**config.mk**
```make
export PLATFORM = sky130hd
export DESIGN_NAME = dp_prog_seq
export DESIGN_NICKNAME = d
export VERILOG_FILES = /design/src/rtl/dpp_pkg.sv /design/src/rtl/dpp_addr_gen.sv /design/src/rtl/dpp_busy_timer.sv /design/src/rtl/dp_prog_seq.sv
export SDC_FILE = /design/constraint.sdc
export NUM_CORES = 1
export LEC_CHECK = 0
export BUFFER_PORTS_ARGS = -buffer_cell sky130_fd_sc_hd__buf_2
export CORE_ASPECT_RATIO = 0.8
export CORE_UTILIZATION = 45
export CTS_CLUSTER_DIAMETER = 40
export DETAILED_ROUTE_END_ITERATION = 6
export PLACE_DENSITY = 0.66
export SETUP_SLACK_MARGIN = 0.1
export SLEW_MARGIN = 25
export SYNTH_ARGS = -nofsm -noshare
export SYNTH_HDL_FRONTEND = slang
export SYNTH_SLANG_ARGS = --single-unit
```
**constraint.sdc**
```tcl
create_clock -name clk -period 6.2 [get_ports clk]
set_input_delay 0.31 -clock clk [delete_from_list [all_inputs] [get_ports clk]]
set_output_delay 0.31 -clock clk [all_outputs]
set_load 0.05 [all_outputs]
```
**src/rtl/dpp_pkg.sv**
```systemverilog
package dpp_pkg;

  localparam logic [7:0] OP_SETUP_P0 = 8'h80;
  localparam logic [7:0] OP_SETUP_P1 = 8'h81;
  localparam logic [7:0] OP_MID      = 8'h11;
  localparam logic [7:0] OP_CONFIRM  = 8'h10;
  localparam logic [7:0] OP_STATUS   = 8'h70;
  localparam logic [7:0] OP_RESET    = 8'hFF;

  typedef enum logic [3:0] {
    S_IDLE,
    S_SETUP,
    S_ADDR,
    S_DATA,
    S_CLOSE,
    S_WAIT,
    S_STCMD,
    S_STRD,
    S_STCAP,
    S_RESET
  } seq_st_t;

endpackage

```
**src/rtl/dpp_addr_gen.sv**
```systemverilog
module dpp_addr_gen #(
  parameter int COL_W     = 12,
  parameter int ROW_W     = 17,
  parameter int PLANE_BIT = 6
) (
  input  logic [COL_W-1:0] col,
  input  logic [ROW_W-1:0] row,
  input  logic             plane,
  input  logic [2:0]       idx,
  output logic [7:0]       abyte
);

  logic [ROW_W-1:0] row_p;
  logic [15:0]      cpad;
  logic [23:0]      rpad;

  always_comb begin
    row_p            = row;
    row_p[PLANE_BIT] = plane;
  end

  assign cpad = 16'(col);
  assign rpad = 24'(row_p);

  always_comb begin
    case (idx)
      3'd0:    abyte = cpad[7:0];
      3'd1:    abyte = cpad[15:8];
      3'd2:    abyte = rpad[7:0];
      3'd3:    abyte = rpad[15:8];
      default: abyte = rpad[23:16];
    endcase
  end

endmodule

```
**src/rtl/dpp_busy_timer.sv**
```systemverilog
module dpp_busy_timer #(
  parameter int GUARD = 2,
  parameter int TMO   = 64
) (
  input  logic clk,
  input  logic rst,
  input  logic start,
  input  logic rdy,
  output logic fin,
  output logic tmo
);

  localparam int LIM = GUARD + TMO;
  localparam int TW  = $clog2(LIM + 1);

  logic          run;
  logic [TW-1:0] cnt;

  always_ff @(posedge clk) begin
    if (rst) begin
      run <= 1'b0;
      cnt <= '0;
      fin <= 1'b0;
      tmo <= 1'b0;
    end else begin
      fin <= 1'b0;
      tmo <= 1'b0;
      if (start) begin
        run <= 1'b1;
        cnt <= '0;
      end else if (run) begin
        if (cnt >= TW'(GUARD) && rdy) begin
          fin <= 1'b1;
          run <= 1'b0;
        end else if (cnt == TW'(LIM - 1)) begin
          tmo <= 1'b1;
          run <= 1'b0;
        end else begin
          cnt <= cnt + 1'b1;
        end
      end
    end
  end

  AST_TMR_EXCL: assert property (@(posedge clk) disable iff (rst)
    !(fin && tmo));

  AST_TMR_BOUND: assert property (@(posedge clk) disable iff (rst)
    run |-> (cnt < TW'(LIM)));

endmodule

```
**src/rtl/dp_prog_seq.sv**
```systemverilog
module dp_prog_seq
  import dpp_pkg::*;
#(
  parameter int COL_W     = 12,
  parameter int ROW_W     = 17,
  parameter int CNT_W     = 12,
  parameter int PLANE_BIT = 6,
  parameter int GUARD     = 2,
  parameter int DBSY_TMO  = 40,
  parameter int PROG_TMO  = 200
) (
  input  logic             clk,
  input  logic             rst,
  input  logic             start,
  input  logic [COL_W-1:0] col_addr,
  input  logic [ROW_W-1:0] row_addr,
  input  logic [CNT_W-1:0] byte_cnt,
  input  logic             s_valid,
  input  logic [7:0]       s_data,
  output logic             s_ready,
  output logic             busy,
  output logic             done,
  output logic             prog_pass,
  output logic             prog_fail,
  output logic             flt_dbsy,
  output logic             flt_prog,
  output logic             nf_cle,
  output logic             nf_ale,
  output logic             nf_we,
  output logic             nf_re,
  output logic [7:0]       nf_dout,
  input  logic [7:0]       nf_din,
  input  logic             nf_rdy
);

  localparam int PB_IDX = 2 + PLANE_BIT / 8;
  localparam int PB_POS = PLANE_BIT % 8;

  seq_st_t          st;
  logic             phase;
  logic [2:0]       aidx;
  logic [CNT_W-1:0] dcnt;
  logic [CNT_W-1:0] cnt_q;
  logic [COL_W-1:0] col_q;
  logic [ROW_W-1:0] row_q;
  logic [7:0]       abyte;
  logic [1:0]       tmr_start;
  logic [1:0]       tmr_fin;
  logic [1:0]       tmr_tmo;
  logic             din_unused;

  assign din_unused = ^nf_din[7:1];
  assign s_ready    = (st == S_DATA);

  dpp_addr_gen #(
    .COL_W(COL_W), .ROW_W(ROW_W), .PLANE_BIT(PLANE_BIT)
  ) u_addr (
    .col(col_q), .row(row_q), .plane(phase), .idx(aidx), .abyte(abyte)
  );

  for (genvar g = 0; g < 2; g++) begin : g_tmr
    localparam int TMO_G = (g == 0) ? DBSY_TMO : PROG_TMO;
    assign tmr_start[g] = (st == S_CLOSE) && (phase == 1'(g));
    dpp_busy_timer #(.GUARD(GUARD), .TMO(TMO_G)) u_tmr (
      .clk(clk), .rst(rst), .start(tmr_start[g]), .rdy(nf_rdy),
      .fin(tmr_fin[g]), .tmo(tmr_tmo[g])
    );
  end

  always_ff @(posedge clk) begin
    if (rst) begin
      st        <= S_IDLE;
      phase     <= 1'b0;
      aidx      <= '0;
      dcnt      <= '0;
      cnt_q     <= '0;
      col_q     <= '0;
      row_q     <= '0;
      busy      <= 1'b0;
      done      <= 1'b0;
      prog_pass <= 1'b0;
      prog_fail <= 1'b0;
      flt_dbsy  <= 1'b0;
      flt_prog  <= 1'b0;
      nf_cle    <= 1'b0;
      nf_ale    <= 1'b0;
      nf_we     <= 1'b0;
      nf_re     <= 1'b0;
      nf_dout   <= '0;
    end else begin
      nf_we  <= 1'b0;
      nf_cle <= 1'b0;
      nf_ale <= 1'b0;
      nf_re  <= 1'b0;
      done   <= 1'b0;
      case (st)
        S_IDLE: begin
          if (start) begin
            col_q     <= col_addr;
            row_q     <= row_addr;
            cnt_q     <= byte_cnt;
            phase     <= 1'b0;
            busy      <= 1'b1;
            prog_pass <= 1'b0;
            prog_fail <= 1'b0;
            flt_dbsy  <= 1'b0;
            flt_prog  <= 1'b0;
            st        <= S_SETUP;
          end
        end
        S_SETUP: begin
          nf_we   <= 1'b1;
          nf_cle  <= 1'b1;
          nf_dout <= phase ? OP_SETUP_P1 : OP_SETUP_P0;
          aidx    <= '0;
          st      <= S_ADDR;
        end
        S_ADDR: begin
          nf_we   <= 1'b1;
          nf_ale  <= 1'b1;
          nf_dout <= abyte;
          aidx    <= aidx + 1'b1;
          if (aidx == 3'd4) begin
            dcnt <= '0;
            st   <= (cnt_q == '0) ? S_CLOSE : S_DATA;
          end
        end
        S_DATA: begin
          if (s_valid) begin
            nf_we   <= 1'b1;
            nf_dout <= s_data;
            dcnt    <= dcnt + 1'b1;
            if (dcnt == (cnt_q - CNT_W'(1))) st <= S_CLOSE;
          end
        end
        S_CLOSE: begin
          nf_we   <= 1'b1;
          nf_cle  <= 1'b1;
          nf_dout <= phase ? OP_CONFIRM : OP_MID;
          st      <= S_WAIT;
        end
        S_WAIT: begin
          if (tmr_fin[phase]) begin
            if (!phase) begin
              phase <= 1'b1;
              st    <= S_SETUP;
            end else begin
              st <= S_STCMD;
            end
          end else if (tmr_tmo[phase]) begin
            if (!phase) begin
              flt_dbsy <= 1'b1;
              st       <= S_RESET;
            end else begin
              flt_prog <= 1'b1;
              busy     <= 1'b0;
              done     <= 1'b1;
              st       <= S_IDLE;
            end
          end
        end
        S_RESET: begin
          nf_we   <= 1'b1;
          nf_cle  <= 1'b1;
          nf_dout <= OP_RESET;
          busy    <= 1'b0;
          done    <= 1'b1;
          st      <= S_IDLE;
        end
        S_STCMD: begin
          nf_we   <= 1'b1;
          nf_cle  <= 1'b1;
          nf_dout <= OP_STATUS;
          st      <= S_STRD;
        end
        S_STRD: begin
          nf_re <= 1'b1;
          st    <= S_STCAP;
        end
        S_STCAP: begin
          prog_fail <= nf_din[0];
          prog_pass <= ~nf_din[0];
          busy      <= 1'b0;
          done      <= 1'b1;
          st        <= S_IDLE;
        end
        default: st <= S_IDLE;
      endcase
    end
  end

  // Tracks, from the bus itself, whether 11h has been sent and 81h not yet.
  logic mid_seen;
  always_ff @(posedge clk) begin
    if (rst || done) mid_seen <= 1'b0;
    else if (nf_we && nf_cle && nf_dout == OP_MID) mid_seen <= 1'b1;
    else if (nf_we && nf_cle && nf_dout == OP_SETUP_P1) mid_seen <= 1'b0;
  end

  AST_MID_CMDS: assert property (@(posedge clk) disable iff (rst)
    (mid_seen && nf_we && nf_cle) |->
      (nf_dout == OP_SETUP_P1 || nf_dout == OP_STATUS || nf_dout == OP_RESET));

  AST_STROBE_EXCL: assert property (@(posedge clk) disable iff (rst)
    !(nf_cle && nf_ale) && !(nf_we && nf_re));

  AST_PLANE_BIT: assert property (@(posedge clk) disable iff (rst)
    (nf_we && nf_ale && aidx == 3'(PB_IDX + 1)) |-> (nf_dout[PB_POS] == phase));

  AST_DATA_HANDSHAKE: assert property (@(posedge clk) disable iff (rst)
    (nf_we && !nf_cle && !nf_ale) |-> $past(s_valid && s_ready));

  AST_DONE_PULSE: assert property (@(posedge clk) disable iff (rst)
    done |=> !done);

  AST_DONE_IDLE: assert property (@(posedge clk) disable iff (rst)
    done |-> !busy);

endmodule

```
# == Word-level counts from Yosys, hierarchy flattened ==
# Index checks and enable logic that the tools add are counted.
# totals
register_bits,99
latch_bits,0
ram_bits,0
mem_bits_ro,0
inputBits,62
output_inout_bits,19
wordCells,163
n_memories,0
# classes
add_sub_neg,5
n_mul,0
n_div,0
order_cmp,3
n_eq_ne,26
n_shift,0
mux,62
bitwise_logic,8
reduce_logical,33
# ops
op,count
$pmux W8 S6,1
$mux W1,37
$pmux W4 S8,1
$pmux W8 S4,1
$mux W4,7
$mux W12,2
$pmux W12 S2,1
$reduce_and A5 Y1,4
$eq A4 B3 Y1 const B,4
$ne A2 B2 Y1 const B,8
$pmux W1 S2,7
$add A12 B1 Y12 const B,1
$eq A12 B12 Y1,1
$logic_not A12 Y1,1
$reduce_and A3 Y1,4
$reduce_or A4 Y1,3
$sub A12 B1 Y12 const B,1
$add A8 B1 Y8 const B,1
$eq A4 B2 Y1 const B,2
$eq A4 B4 Y1 const B,2
$eq A8 B8 Y1 const B,1
$ge A8 B2 Y1 const B,1
$mux W8,1
$not A1 Y1,8
other kinds (24),37

# == Longest topological paths before layout ==
# Gate-level depths: netlist of the first run.
# depth
depth_word,5
mapped_depth,10
ltp_nobuf,8

# == Modules after synthesis ==
# A second synthesis of the first run with hierarchy kept.
# hier_totals
hier_cells,630
hier_area_um2,5077.4
# by_module_without_submodules
mod,n_inst,cells_per_inst,area_per_inst_um2,seq_area_each_um2
dp_prog_seq,1,496,3844.9,1581.5
dpp_busy_timer (g_tmr[1].u_tmr),1,60,556.8,220.2
dpp_busy_timer (g_tmr[0].u_tmr),1,47,434.2,180.2
dpp_addr_gen,1,27,241.5,0.0

# == Worst setup path before layout of the first run ==
# OpenSTA, ideal clock, no wires.
# synth_path
path_kind,reg2reg
startpoint,reg cnt_q[0]
endpoint,reg st[1]
setup_ns,0.121
t_arrival_ns,2.069
required_time_ns,6.079
slack_ns,4.010
path_stages_with_launch,10
path_buffers,2
synth_period_minus_slack_ns,2.190
path_cell_list,dfxtp_1 > buf_2 > inv_1 > ha_1 > buf_4 > xor2_1 > o31a_1 > nor4_2 > a41oi_2 > mux2_4
# synth_between
elab_chain_cells,4
elab_cells_between_ends,8
cone_classes,1 x add/sub; 2 x eq/ne; 3 x mux; 2 x reduce/logical
# synth_rtl
item,line,source
from (decl),dp_prog_seq.sv:43,logic [CNT_W-1:0] cnt_q;
from (signal assigned),dp_prog_seq.sv:101,cnt_q <= byte_cnt;
$sub A12 B1 Y12 / $logic_not A12 Y1 (equally long branches),"dp_prog_seq.sv:133, dp_prog_seq.sv:125",
$eq A12 B12 Y1 / $mux W3 (equally long branches),"dp_prog_seq.sv:133, dp_prog_seq.sv:125",
$ne A2 B1 Y1 (no source line) / $mux W4 (equally long branches),-,
$reduce_and A5 Y1 (no source line) / $pmux W4 S8 (equally long branches),-,
to (signal assigned),dp_prog_seq.sv:125,st <= (cnt_q == '0) ? S_CLOSE : S_DATA;
to (decl),dp_prog_seq.sv:39,seq_st_t st;
# Parallel ways exist; a longest one is shown, timed or not. The select of a mux whose other input is x is not followed.
# A chain may end at the register's enable or synchronous reset.

# == Worst setup path after layout of the first run ==
# layout_path
startpoint,reg st[1]
endpoint,reg st[1]
# layout_between
elab_chain_cells,3
elab_cells_between_ends,15
cone_classes,12 x eq/ne; 1 x mux; 2 x reduce/logical
# layout_rtl
item,line,source
"$eq A4 B3 Y1, or another cell as far along",dp_prog_seq.sv:96,case (st)
"$ne A3 B3 Y1 (no source line), or another cell as far along",-,
$reduce_and A5 Y1 (no source line),-,
# Parallel ways exist; a longest one is shown, timed or not.

==> results of run 1 <==
[tightest hold or removal path: cells and delay by family]
kind	cells	cell delay [ns]
compound gates	1	0.05
buf+inv	1	0.09
simple gates	1	0.04
[state kept, by name (all words and copies together) (netlist names), 2 cells and up]
register	cells
row_q	16
g_tmr.u_tmr.cnt	14
nf_dout	8
col_q	12
aidx	3
g_tmr.u_tmr.run	2
g_tmr.u_tmr.fin	2
g_tmr.u_tmr.tmo	2
dcnt	12
st	4
cnt_q	12
[where the power goes]
| part | switching, mW | leakage [nW] | internal, mW |
|---|---|---|---|
| clock network | 0.238 | 0.143 | 0.324 |
| logic | 0.563 | 1.25 | 0.318 |
| registers | 0.106 | 0.797 | 0.728 |
[per-layer routing]
metal	track usage	routed length [µm]
met1	0.288	6050
met2	0.334	5240
met3	0.0468	614
met4	0.0729	174
met5	0	0
[final timing paths]
kind,startpoint,end,depth (start not counted)
setup / recovery,st[1],st[1],6
hold / removal,byte_cnt[6],cnt_q[6],3
setup reg to reg,st[1],st[1],6
hold reg to reg,nf_dout[4],nf_dout[4],2
[metrics by stage]
step	util	total power, mW	cell area (µm²)	hold WS [ns]	setup WS, ns
after floorplan	-	1.53	5010	0.388	4.01
after global placement	0.498	1.70	5400	0.438	3.62
after detailed placement	0.498	1.72	5400	0.447	3.58
after CTS	0.525	2.28	5700	0.188	3.57
after global routing	0.525	2.42	5700	0.190	3.39
final	0.525	2.28	5700	0.195	3.54
[cells in the final DEF (no fill, tap or decap), types with 2 or more instances in the layout]
| cell | instances |
|---|---|
| nor4_2 | 2 |
| and2_1 | 4 |
| nor4_1 | 4 |
| and2b_1 | 2 |
| a21oi_1 | 70 |
| o21ai_0 | 15 |
| o211ai_1 | 2 |
| nor2_1 | 67 |
| nand3_1 | 17 |
| xor2_1 | 17 |
| dfxtp_1 | 98 |
| a222oi_1 | 7 |
| xnor2_1 | 15 |
| clkbuf_16 | 9 |
| nand4_1 | 12 |
| a311oi_1 | 4 |
| a31oi_1 | 3 |
| inv_1 | 18 |
| nand2_1 | 131 |
| nor3b_1 | 3 |
| buf_4 | 4 |
| or3_1 | 7 |
| a2bb2oi_1 | 3 |
| ha_1 | 14 |
| nor3_1 | 14 |
| nor4_4 | 2 |
| clkbuf_1 | 2 |
| nor2b_1 | 2 |
| o22ai_1 | 2 |
| nand2b_1 | 3 |
| a22oi_1 | 2 |
| and3_1 | 8 |
| buf_2 | 72 |
| or4_1 | 3 |
| a211oi_1 | 7 |
[final cells by class]
cell class                      instances  area share
Sequential cell                        98       0.344
Timing Repair Buffer                   76      0.0685
Clock inverter                          4     0.00900
Tap cell                              144      0.0316
Multi-Input combinational cell        477       0.491
Inverter                               19      0.0125
Clock buffer                           12      0.0432
[logic make-up after synthesis]
group                    after synthesis
AO/OA/AOI/OAI                        133
XOR/XNOR                              33
adder cells (fa/ha/maj)               14
buffers and inverters                 55
flip-flops                            98
multiplexers                           3
AND/OR/NAND/NOR                      294
==> run summary, run 1 <==
I/O pin total: 81
Post-Syn Area: 5010 µm²
HP Class: in -> reg
Crit Path Max Fanout: 24
Area growth syn-to-layout: 13.8%
Final Setup Violations: 0
Clock Tree Root: clkbuf_16
top-area cell type share of the netlist area: 0.392
dominant synthesized flop cell: dfxtp_1
Unique masters post-synth: 73
WP data required: 6.44 ns
GRT Util Overall: 0.213
# clock sinks: 98
# fillers: 1073
number of global-route vias before repair: 4046
Post-Synth Adder-Cell Area: 0.0350
largest net degree at the start of global routing: 74
Max Cap Viol: 0
worst skew pair latency: 0.35 ns
Pins Over Slew Limit: 0
Multi-input gate area: 2800 µm²
headroom to the max-slew limit: 0.454
Final ANT Viol Nets: 0
H-tree Lvls: 3
sequential-to-total area share from yosys stat: 0.392
syn nets: 706
Critical Path Source Type: register
WP buf/inv: 0
Synth Instances: 630
PortBufs: 72
Via density: 5.47
Worst EP arrival: 2.90 ns
most common cell in the netlist: nand2_1
Rows: 34
simple-gate area share of the yosys netlist: 0.284
Die Area: 11600 µm²
Worst-Margin Slew: 0.818 ns
VDD IR-drop max: 192 µV
layout cells sized above 1: 0.160
syn_area_per_cell: 7.95 µm²
CTS clk-pin slew, worst paths: 0.07 ns
Yosys reg bits: 98
top cells by count, synth: nand2_1, dfxtp_1, a21oi_1
mux cell area share after synthesis: 0.00724
number of flops mapped to enable cells by yosys: 0
diode count: 0
Pwr per Cell Area: 399 nW/µm²
first-pass GRT wire length: 19200 µm
Crit path max-delay family: flip-flops
DR DRC count: 0
Nets: 757
drt total wl: 12100 µm
Finished Layout Cells: 830
Post-DP HPWL: 8750 µm
RSZ-0062 raised after global routing: false
DIE HEIGHT: 96.4 µm
cts hold-fix bufs: 0
Post-synth ARST share: 0
global route total overflow: 0
DRT Pass-1 Iters: 5
critical path, cell by cell: nor2_1 -> a32oi_4 -> nand4_1 -> nor4_2 -> a41oi_2 -> mux2_4
CTS tree: built
clk_skew: 0.00671 ns
clk buf depth: 2
starting density of the core: 0.462
CP Class: reg -> reg
status: finished, final reports clean
placed cells: 814
register-to-register setup slack: 3.54 ns
number of buffers created by CTS: 9
final hold viol count: 0
top cells by area, synth: dfxtp_1, nand2_1, a21oi_1, nor2_1, ha_1
GP Congestion: 0.920
Die Wd: 120 µm
cell accounting for the most synthesized area: dfxtp_1
CP max stage cell: dfxtp_1
Max Freq: 376 MHz
Register Area: 1960 µm²
DR iter-0 viols: 280
complex-gate fraction of the synthesized area: 0.173
Vias: 4541
Max stage delay on crit path: 0.85 ns
Post-Synth XOR/XNOR Area: 0.0592
core footprint: 10800 µm²
Tmin final: 2.66 ns
DR WL/cell: 14.6 µm
Setup TNS Final: 0 ns
post-cts resize count: 0
main combinational cell family by area after synthesis: simple AND/OR/NAND/NOR gates
post-CTS setup buffers: 0
initial antenna violation count: 0
leakage power: 2.19 nW
yosys synthesis warning count: 0
crit end category: register
Tcrit/Tclk final: 0.429
(Power assumes the default switching activity.)
==> inputs of run 2 (changes only) <==
ABC_AREA = 1   (was not set)
PLACE_DENSITY = 0.68   (was 0.66)
clock period = 2.21 ns   (was 6.2 ns; I/O delays follow)
==> run 2 against run 1 <==
Compared with the run above:
- clock power increased to 2.8 times the previous value
- first-iteration DRC count up 8.9%
- setup slack got worse by 3.3 ns
- count of clock-buffer cells in the layout decreased by 1
- via count increased by 6.4%
- power grew to 3.4 times the previous value
- synthesized cell count grew 13%
- sequential power rose to 3.0 times the previous value
- register-to-register slack got worse by 3.3 ns
- critical endpoint is now col_q[5]
==> run summary, run 2 <==
status: finished, final reports clean
# fillers: 1007
Via density: 5.19
most common cell in the netlist: nand2_1
Max Freq: 511 MHz
Worst-Margin Slew: 0.520 ns
Tcrit/Tclk final: 0.886
top cells by count, synth: nand2_1, inv_1, dfxtp_1
register share of total power: 0.327
Reg with most FFs: row_q
CTS clk-pin slew, worst paths: 0.07 ns
DIE HEIGHT: 95.9 µm
drt total wl: 12400 µm
first-pass GRT wire length: 20500 µm
dpl cell area: 5470 µm²
sw frac: 0.438
Critical Path Source Type: register
PortBufs: 72
diode count: 0
H-tree Lvls: 3
initial antenna violation count: 0
Die Wd: 119 µm
Setup TNS Final: 0 ns
leakage power: 2.51 nW
Final ANT Viol Nets: 0
max reg flops: 16
Vias: 4830
top cells by area, synth: dfxtp_1, nand2_1, inv_1, a21oi_1, nor2_1
clk_skew: 0.00792 ns
core footprint: 10500 µm²
Int Pwr: 4.38 mW
RR Startpoint: st[1]
commonest cells after routing, fill and taps aside: nand2_1, inv_1, dfxtp_1
DR DRC count: 0
fin area: 5830 µm²
Post-DP HPWL: 8950 µm
most common cell after layout, fill and taps aside: nand2_1
GP Congestion: 0.923
HP Class: in -> reg
top-area cell type share of the netlist area: 0.396
Unique masters post-synth: 44
Pwr per Cell Area: 1330 nW/µm²
number of flops mapped to enable cells by yosys: 0
worst skew pair latency: 0.34 ns
Hold EP: col_q[11]
yosys synthesis warning count: 0
share of total power in combinational logic: 0.474
hold path startpoint: col_addr[11]
Regs by FF count: row_q x16, g_tmr.u_tmr.cnt x14
I/O pin total: 81
register-to-register setup slack: 0.25 ns
cts hold-fix bufs: 0
CTS tree: built
global route total overflow: 0
layout cells sized above 1: 0.156
number of buffers created by CTS: 9
Clock power frac: 0.200
DR iter-0 viols: 305
# clock sinks: 98
dominant synthesized flop cell: dfxtp_1
crit end category: register
CP Class: reg -> reg
Area growth syn-to-layout: 17.7%
starting density of the core: 0.473
Max Cap Viol: 0
Pins Over Slew Limit: 0
DR WL/cell: 13.3 µm
Yosys reg bits: 98
largest net degree at the start of global routing: 74
Nets: 861
RSZ-0062 raised after global routing: true
Tmin final: 1.96 ns
clk buf depth: 2
Worst EP arrival: 2.18 ns
syn nets: 786
final hold viol count: 0
Post-synth ARST share: 0
DRT Pass-1 Iters: 5
WP data required: 2.43 ns
GRT Util Overall: 0.224
sequential-to-total area share from yosys stat: 0.396
Rows: 33
cell accounting for the most synthesized area: dfxtp_1
Worst Reg-to-Reg Cells: 11
Post-Syn Area: 4960 µm²
Final Setup Violations: 0
reg2reg end: col_q[5]
Hold Slack: 0.0144 ns
headroom to the max-slew limit: 0.649
syn_area_per_cell: 6.98 µm²
Switch Pwr: 3.41 mW
number of global-route vias before repair: 4414
Synth Instances: 710
Die Area: 11400 µm²
total power: 7.79 mW
Worst Hold Depth: 3
VDD IR-drop max: 637 µV
Crit Path Max Fanout: 37
Clock Tree Root: clkbuf_16
[run 2: cell count changes in the layout (fill, tap and decap cells not counted), sizes merged, moves of 5 or more]
cell    previous run  this run
a222oi             7         0
or3                7         0
buf               76        83
and3               8         0
nand2            131       159
o22ai              2         7
nor2              68        62
xor2              17         6
inv               18       108
nand3             18        25
xnor2             16         6
a21oi             70        77
o21ai             16        54
nor3              15        25
[run 2: final cells by class]
type / count / area [µm²] / share of cell area
Timing Repair Buffer: 84 / 480 / 0.0824
Clock buffer: 11 / 243 / 0.0416
Inverter: 111 / 422 / 0.0723
Sequential cell: 98 / 1960 / 0.337
Tap cell: 140 / 175 / 0.0300
Multi-Input combinational cell: 481 / 2490 / 0.428
Clock inverter: 5 / 53.8 / 0.00922
[run 2: logic make-up (layout without fill, tap and decap cells)]
| logic type | count (synthesis) | after routing | synth area share |
|---|---|---|---|
| flops | 98 | 98 | 0.396 |
| compound gates | 161 | 161 | 0.177 |
| simple gates | 293 | 293 | 0.258 |
| buf+inv | 131 | 211 | 0.108 |
| fa+ha+maj | 14 | 14 | 0.0353 |
| xor+xnor | 13 | 13 | 0.0258 |
[run 2: how the worst max path moves through the flow]
stage | cells after the start | slack (ns) | to | start
floorplan | 9 | 0.25 | st[1] | st[2]
global placement | 10 | 0.33 | col_q[7] | st[0]
detailed placement | 10 | 0.21 | col_q[7] | phase
CTS | 10 | 0.18 | col_q[7] | phase
global route | 10 | 0.09 | nf_dout[7] | st[2]
finish | 11 | 0.25 | col_q[5] | st[1]
[run 2: per-layer routing]
| metal | GRT usage | routed length (µm) | up-vias |
|---|---|---|---|
| met5 | 0 | 0 | - |
| met4 | 0.0500 | 104 | 0 |
| met3 | 0.0444 | 743 | 16 |
| met2 | 0.368 | 5510 | 141 |
| met1 | 0.304 | 6060 | 2213 |
| li1 | - | - | 2460 |
[run 2: repair_timing]
action / 4_1_cts / 5_1_grt
hold endpoints to repair: 0 / 0
gates resized for setup: 0 / 13
setup buffers: 0 / 1
endpoints found under the setup margin: 0 / 53
[run 2: power by group through the flow]
stage          sequential [mW]  clock, mW  combinational [mW]
6_report                  2.54       1.55                3.69
5_1_grt                   2.60       1.66                4.13
4_1_cts                   2.53       1.59                3.47
3_5_place_dp              2.57          0                3.46
3_3_place_gp              2.55          0                3.36
2_1_floorplan             2.81          0                2.47
[run 2: critical path, stage by stage, from the launching register on]
cell and delay, ns:
dfxtp_1 0.38, inv_2 0.15, nand2_2 0.10, nor2_4 0.14
inv_2 0.09, nor2_4 0.10, inv_2 0.07, a21oi_4 0.19
nand2_4 0.12, buf_12 0.19, o21ai_0 0.23, a21oi_1 0.07
[run 2: per-stage QoR]
stage                     std cells  worst slack [ns]  utilization
after global placement          912             0.329        0.521
final                           930             0.252        0.556
after CTS                       928             0.184        0.549
after detailed placement        912             0.207        0.521
after floorplan                 710             0.246            -
after global routing            930            0.0881        0.556
